===== src/rtl/ipi_regbank.sv =====
module ipi_regbank #(
  parameter int AW  = 12,
  parameter int DW  = 32,
  parameter int CAW = 32
) (
  input  logic           clk,
  input  logic           rst_n,
  input  logic           psel,
  input  logic           penable,
  input  logic           pwrite,
  input  logic [2:0]     pprot,
  input  logic [AW-1:0]  paddr,
  input  logic [DW-1:0]  pwdata,
  output logic [DW-1:0]  prdata,
  output logic           pready,
  output logic           pslverr,
  input  logic           ce_evt,
  input  logic           ue_evt,
  input  logic [CAW-1:0] err_addr,
  output logic           irq
);
  localparam int NI = 3;
  localparam logic [AW-1:0] A_ERRCTL = AW'('h000);
  localparam logic [AW-1:0] A_STAT   = AW'('h010);
  localparam logic [AW-1:0] A_MASK   = AW'('h014);
  localparam logic [AW-1:0] A_ENA    = AW'('h018);
  localparam logic [AW-1:0] A_DIS    = AW'('h01C);
  localparam logic [AW-1:0] A_SAFE   = AW'('h030);
  localparam logic [AW-1:0] A_LOCK   = AW'('h090);
  localparam logic [AW-1:0] A_ECC    = AW'('h094);
  localparam logic [AW-1:0] A_CECAP  = AW'('h098);
  localparam logic [AW-1:0] A_UECAP  = AW'('h0A4);
  localparam logic [AW-1:0] A_APER   = AW'('h0DC);

  logic          err_en_q, lock_q;
  logic [NI-1:0] stat_q, mask_q;
  logic [DW-1:0] safe_q, ecc_q, aper_q;
  logic [CAW-1:0] ce_cap_q, ue_cap_q;

  logic          hit, lockable;
  logic [DW-1:0] rd;

  wire acc    = psel & penable;
  wire ns     = pprot[1];
  wire unused_prot = pprot[2] ^ pprot[0];

  always_comb begin
    hit = 1'b1;
    lockable = 1'b0;
    rd = '0;
    case (paddr)
      A_ERRCTL: begin rd = DW'(err_en_q); lockable = 1'b1; end
      A_STAT:   rd = DW'(stat_q);
      A_MASK:   rd = DW'(mask_q);
      A_ENA:    lockable = 1'b1;
      A_DIS:    lockable = 1'b1;
      A_SAFE:   rd = safe_q;
      A_LOCK:   rd = DW'(lock_q);
      A_ECC:    begin rd = ecc_q; lockable = 1'b1; end
      A_CECAP:  rd = DW'(ce_cap_q);
      A_UECAP:  rd = DW'(ue_cap_q);
      A_APER:   begin rd = aper_q; lockable = 1'b1; end
      default:  hit = 1'b0;
    endcase
  end

  wire wr_ok = acc & pwrite & ~ns & hit & ~(lockable & lock_q);
  wire [NI-1:0] stat_clr = (wr_ok && paddr == A_STAT) ? pwdata[NI-1:0] : '0;
  wire [NI-1:0] stat_set = {ue_evt, ce_evt, acc & pwrite & ns};

  assign pready  = 1'b1;
  assign pslverr = acc & ((pwrite & ns) | (err_en_q & ~hit));
  assign prdata  = (acc & ~pwrite & ~ns) ? rd : '0;
  assign irq     = |(stat_q & ~mask_q);

  always_ff @(posedge clk or negedge rst_n) begin
    if (!rst_n) begin
      err_en_q <= 1'b0;
      lock_q   <= 1'b0;
      stat_q   <= '0;
      mask_q   <= '1;
      safe_q   <= '0;
      ecc_q    <= '0;
      aper_q   <= '0;
      ce_cap_q <= '0;
      ue_cap_q <= '0;
    end else begin
      stat_q <= (stat_q & ~stat_clr) | stat_set;
      if (wr_ok) begin
        case (paddr)
          A_ERRCTL: err_en_q <= pwdata[0];
          A_ENA:    mask_q   <= mask_q & ~pwdata[NI-1:0];
          A_DIS:    mask_q   <= mask_q | pwdata[NI-1:0];
          A_SAFE:   safe_q   <= pwdata;
          A_LOCK:   lock_q   <= lock_q | pwdata[0];
          A_ECC:    ecc_q    <= pwdata;
          A_APER:   aper_q   <= pwdata;
          default: ;
        endcase
      end
      if (ce_evt && !stat_q[1])          ce_cap_q <= err_addr;
      else if (stat_clr[1] && !ce_evt)   ce_cap_q <= '0;
      if (ue_evt && !stat_q[2])          ue_cap_q <= err_addr;
      else if (stat_clr[2] && !ue_evt)   ue_cap_q <= '0;
    end
  end

  p_ns_write_err_r1: assert property (@(posedge clk) disable iff (!rst_n)
    (acc && pwrite && ns) |-> pslverr);
  p_ns_write_safe_r1: assert property (@(posedge clk) disable iff (!rst_n)
    (acc && pwrite && ns) |=> $stable(safe_q) && $stable(lock_q) && $stable(mask_q));
  p_ns_read_zero_r1: assert property (@(posedge clk) disable iff (!rst_n)
    (acc && !pwrite && ns) |-> (prdata == '0));
  p_lock_sticky_r2: assert property (@(posedge clk) disable iff (!rst_n)
    lock_q |=> lock_q);
  p_locked_frozen_r3: assert property (@(posedge clk) disable iff (!rst_n)
    lock_q |=> $stable(err_en_q) && $stable(ecc_q) && $stable(aper_q) && $stable(mask_q));
  p_ce_hold_r7: assert property (@(posedge clk) disable iff (!rst_n)
    stat_q[1] |=> (stat_q[1] -> $stable(ce_cap_q)));
  p_ue_hold_r7: assert property (@(posedge clk) disable iff (!rst_n)
    stat_q[2] |=> (stat_q[2] -> $stable(ue_cap_q)));
  p_err_phase_r10: assert property (@(posedge clk) disable iff (!rst_n)
    pslverr |-> (psel && penable));
  p_ready_r10: assert property (@(posedge clk) disable iff (!rst_n) pready);
endmodule


===== config.mk =====
export PLATFORM = sky130hd
export DESIGN_NAME = ipi_regbank
export DESIGN_NICKNAME = d
export VERILOG_FILES = /design/src/rtl/ipi_regbank.sv
export SDC_FILE = /design/constraint.sdc
export NUM_CORES = 1
export LEC_CHECK = 0
export ABC_AREA = 1
export CORE_MARGIN = 8
export CORE_UTILIZATION = 37
export DETAILED_ROUTE_END_ITERATION = 8
export HOLD_SLACK_MARGIN = 0.1
export SKIP_CTS_REPAIR_TIMING = 1
export SYNTH_ARGS = -nofsm -noshare
export SYNTH_HDL_FRONTEND = slang
export SYNTH_SLANG_ARGS = --single-unit

===== constraint.sdc =====
create_clock -name clk -period 4.5 [get_ports clk]
set_clock_uncertainty 0.2 [all_clocks]
set_input_delay 1.35 -clock clk [delete_from_list [all_inputs] [get_ports clk]]
set_output_delay 1.35 -clock clk [all_outputs]
set_load 0.01 [all_outputs]

# ---- Word-level counts from Yosys, hierarchy flattened
# Cells that the tools add are included.
dict set report op_classes {
  n_addsub 0
  mul 0
  n_div 0
  n_lt_le_gt_ge 0
  eq_ne 10
  n_shift 0
  n_mux 10
  bitwise_logic 26
  n_reduce_logical 22
}
# op count
set op_table {}
lappend op_table {{$pmux W32 S9} 1}
lappend op_table {{$mux W32} 5}
lappend op_table {{$eq A12 B8 Y1 const B} 5}
lappend op_table {{$eq A12 B5 Y1 const B} 4}
lappend op_table {{$and A1 B1 Y1} 12}
lappend op_table {{$eq A12 B6 Y1 const B} 1}
lappend op_table {{$logic_not A12 Y1} 1}
lappend op_table {{$reduce_and A2 Y1} 6}
lappend op_table {{$reduce_or A11 Y1} 1}
lappend op_table {{$and A3 B3 Y3} 3}
lappend op_table {{$not A3 Y3} 3}
lappend op_table {{$or A3 B3 Y3} 2}
lappend op_table {{$pmux W3 S2} 1}
lappend op_table {{$reduce_bool A2 Y1} 3}
lappend op_table {{$logic_and A1 B1 Y1} 5}
lappend op_table {{$reduce_or A5 Y1} 1}
lappend op_table {{$logic_not A1 Y1} 4}
lappend op_table {{$not A1 Y1} 4}
lappend op_table {{$mux W3} 1}
lappend op_table {{$reduce_or A3 Y1} 1}
lappend op_table {{$mux W1} 2}
lappend op_table {{$or A1 B1 Y1} 2}
dict set report totals {
  reg_bits 168
  latchBits 0
  ramBits 0
  romBits 0
  input_bits 86
  output_inout_bits 35
  word_cells 77
  mem_count 0
}

# ---- Longest topological paths before layout
dict set report logic_depth {
  word_depth 11
  depth_mapped 14
  ltp_nobuf 13
}

# ---- Worst setup path after synthesis
# Ideal clock, no wire load.
dict set report synth_path {
  path_type {in2out}
  start {input paddr[11]}
  end {output prdata[2]}
  arrival_time_ns 2.676
  required_ns 2.950
  setup_slack_ns 0.274
  stages 8
  n_path_buf 1
  cell_sequence {nor2_1 nand2_2 nor3_1 clkbuf_1 nand3_1 o21ai_0 a21oi_1 a21oi_1}
}
dict set report synth_via {
  elab_chain_cells 3
  elab_cells_between_ends 11
}
# element line_no
set synth_rtl {}
lappend synth_rtl {{start, declared} 12} ;# input logic [AW-1:0] paddr,
lappend synth_rtl {{$eq A12 B8 Y1 (tied with other cells)} 51} ;# case (paddr)
lappend synth_rtl {{$pmux W32 S9 (*)} 51}
lappend synth_rtl {{$mux W32 (*)} 73} ;# assign prdata = (acc & ~pwrite & ~ns) ? rd : '0;
lappend synth_rtl {{end, declared} 14} ;# output logic [DW-1:0] prdata,
# Every way passes the cells marked *; elsewhere a longest branch is shown, timed or not.

# ---- Final worst setup path
dict set report layout_path {
  start {input paddr[8]}
  end {output prdata[21]}
}
# Same word-level chain as after synthesis.

==> flow_summary.yaml <==
status:
  status: "finished clean"
logic_synthesis:
  yosys.area.top_type_share_pct: 50.78
  synth_compound_area_share_pct: 13.88
  synthCells: 1044
  ys_types: 28
  ys_ff_latch: 168
  synthFlopType: "dfrtp_1"
  synth_fa_ha_area_share_pct: 0
  async_flop_share_pct: 100.0
  netlist_area_um2: 8130
  synth_area_leaders: "dfrtp_1, nand2_1, nand3_1, o21ai_0, inv_1"
  synth_edf_count: 0
  synth_top_area_cell: "dfrtp_1"
  synthXorXnorAreaFrac_pct: 0
  synthMuxAreaShare_pct: 0
  syn_nets: 1130
  synth_top_family_by_area: "simple AND/OR/NAND/NOR gates"
  yosysSeqAreaShare_pct: 51.75
  yosys_warnings: 0
  synth.avg_cell_area_um2: 7.788
  yosys.area_share.simple_pct: 26.25
drt:
  via_per_inst: 5.072
  wl_per_cell_um: 17.55
  ant_nets: 0
  drt_pass1_iterations: 5
  drt_iter0_markers: 517
  drc: 0
  drt_wl_total_um: 26400
  vias: 7628
sta:
  maxSlewHeadroom_pct: 52.47
  rsz0062_at_grt: "true"
  layout_min_cycle_time_ns: 4.451
  finalCritPeriodShare_pct: 98.92
  finalMaxSlewViolations: 0
  worst_pin_slew_ns: 0.7122
  max_freq_ghz: 0.2247
  setup_violations: 0
  report.final.hold_viol_count: 0
layout:
  fillers: 2092
  diodes: 0
  final_util_pct: 51.32
  nNetsFinal: 1300
  syn_to_final_growth_pct: 36.90
  final_cell_mix: "nand2_1, dfrtp_1, nand3_1"
  final_common_cell: "nand2_1"
  drive_above_1_share_pct: 18.95
placed_design:
  port_buffers: 117
  dp_hpwl_um: 17660
  routabilityCongestion: 0.8176
pwr:
  total_power_mw: 3.278
  vdd_drop_max_uv: 251.4
  power.density_nw_per_um2: 294.5
  leakagePower_nw: 5.578
grt:
  grt-ovfl-total: 0
  grt_pass1_vias: 7424
  met1_usage_pct: 26.53
  top_usage_layer: "met2"
  grt_use_total_pct: 19.58
  grt_max_degree: 76
  antenna_found_initial: 0
  use_met3_pct: 3.308
  grt_use_met2_pct: 32.12
  grt_first_pass_wirelength_um: 41120
floorplan:
  dieHeight_um: 164.2
  io_pins: 121
  core_um2: 21690
  initial_core_util_pct: 37.49
  placement_rows: 54
  dieArea_um2: 26970
  fp.dieW_um: 164.2
critical_path:
  cp_max_fo: 5
  cp.required_ns: 2.95
  r2r_cells: 8
  endpoint_kind: "output pin"
  cp-start-kind: "primary input"
  cp.arrival_ns: 2.90
  criticalPathCategory: "primary input to output pin"
clock_network:
  insertion_delay_ns: 0.42
  clk_pin_slew_ns: 0.06
  cts_sinks: 168
  cts_max_level: 4
  numCtsBuffers: 17
  cts_tree: "done"
  root_buffer: "clkbuf_16"
  cts_max_path_buffers: 2
hold_path:
  whs_path_depth: 2
  min_path_type: "flip-flop to flip-flop"
run:
  maxCapViolCount: 0
## layer usage
metal | part of all wire [%] | up-vias
li1 | - | 3720
met5 | 0 | -
met4 | 0.82 | 0
met1 | 47 | 3691
met2 | 48 | 201
met3 | 4.8 | 16
## cells by family (layout without fill, tap and decap cells)
family | Yosys count | in the layout
and+or+nand+nor | 507 | 507
AOI/OAI and AO/OA | 203 | 203
other | 1 | 1
DFF | 168 | 168
buffers and inverters | 165 | 345
## per-stage QoR
stage	hold slack [ns]	cell area, um^2	setup WS, ns	std cells	setup TNS (ns)
2_1_floorplan	0.2419	8130	0.2737	1044	0
3_3_place_gp	0.2544	10200	-0.7629	1462	-22.76
3_5_place_dp	0.2573	10200	-0.7768	1462	-22.98
4_1_cts	0.2663	10770	-0.7882	1491	-23.73
5_1_grt	0.2760	11130	-0.04269	1504	-0.2426
6_report	0.2650	11130	0.04871	1504	0
## worst paths after layout
path                       slack, ns      start    endpoint
setup / recovery                0.05   paddr[8]  prdata[21]
hold / removal                  0.27  flip-flop   flip-flop
setup reg to reg                2.62     lock_q  safe_q[26]
hold reg to reg                 0.27  flip-flop   flip-flop
max in group asynchronous       2.49      rst_n   ecc_q[15]
min in group asynchronous       0.68      rst_n  aper_q[24]
## worst max-delay path, cell delays in order
cell     delay (ns)
buf_6          0.09
nor2_4         0.11
nand2_4        0.09
nor2_4         0.15
nand2_1        0.08
nor2_2         0.16
inv_2          0.06
nand3_2        0.09
o31ai_4        0.07
buf_6          0.14
buf_12         0.14
nor2_1         0.18
buf_2          0.17
## area by class of cell
type | count | area, um^2 | area share [%]
Timing Repair Buffer | 212 | 2039 | 18.32
Multi-Input combinational cell | 711 | 3561 | 31.99
Sequential cell | 168 | 4208 | 37.80
Inverter | 104 | 396.6 | 3.563
Clock buffer | 21 | 450.4 | 4.047
Clock inverter | 8 | 125.1 | 1.124
Tap cell | 280 | 350.3 | 3.147
## synthesized netlist by cell type, types with 2 or more instances
library cell / instances
o221ai_1: 3
o22ai_1: 12
nor3_1: 5
dfrtp_1: 165
nand4_1: 3
nand2_1: 312
o21ai_0: 114
dfstp_2: 3
o21a_1: 2
a21oi_1: 2
nand2_2: 2
o21ai_1: 38
nand3_2: 2
nor2_1: 57
nor2_2: 4
nor2_4: 5
inv_1: 103
a211oi_1: 29
nand3_1: 116
buf_1: 3
clkbuf_1: 31
buf_2: 26
o31ai_1: 2
## flip-flops by register name, indices dropped and copies added, names as in the netlist, named ones only
register	cells
safe_q	32
ce_cap_q	32
ue_cap_q	32
ecc_q	32
err_en_q	1
stat_q	3
lock_q	1
aper_q	32
## report_power, final
part           internal [mW]  switching [mW]  leakage (nW)
Clock                  0.879           0.592         0.279
Sequential              1.56          0.0282          1.87
Combinational          0.106           0.111          3.43
Total                   2.55           0.732          5.58
No activity file was read; power rests on OpenSTA's default activity.
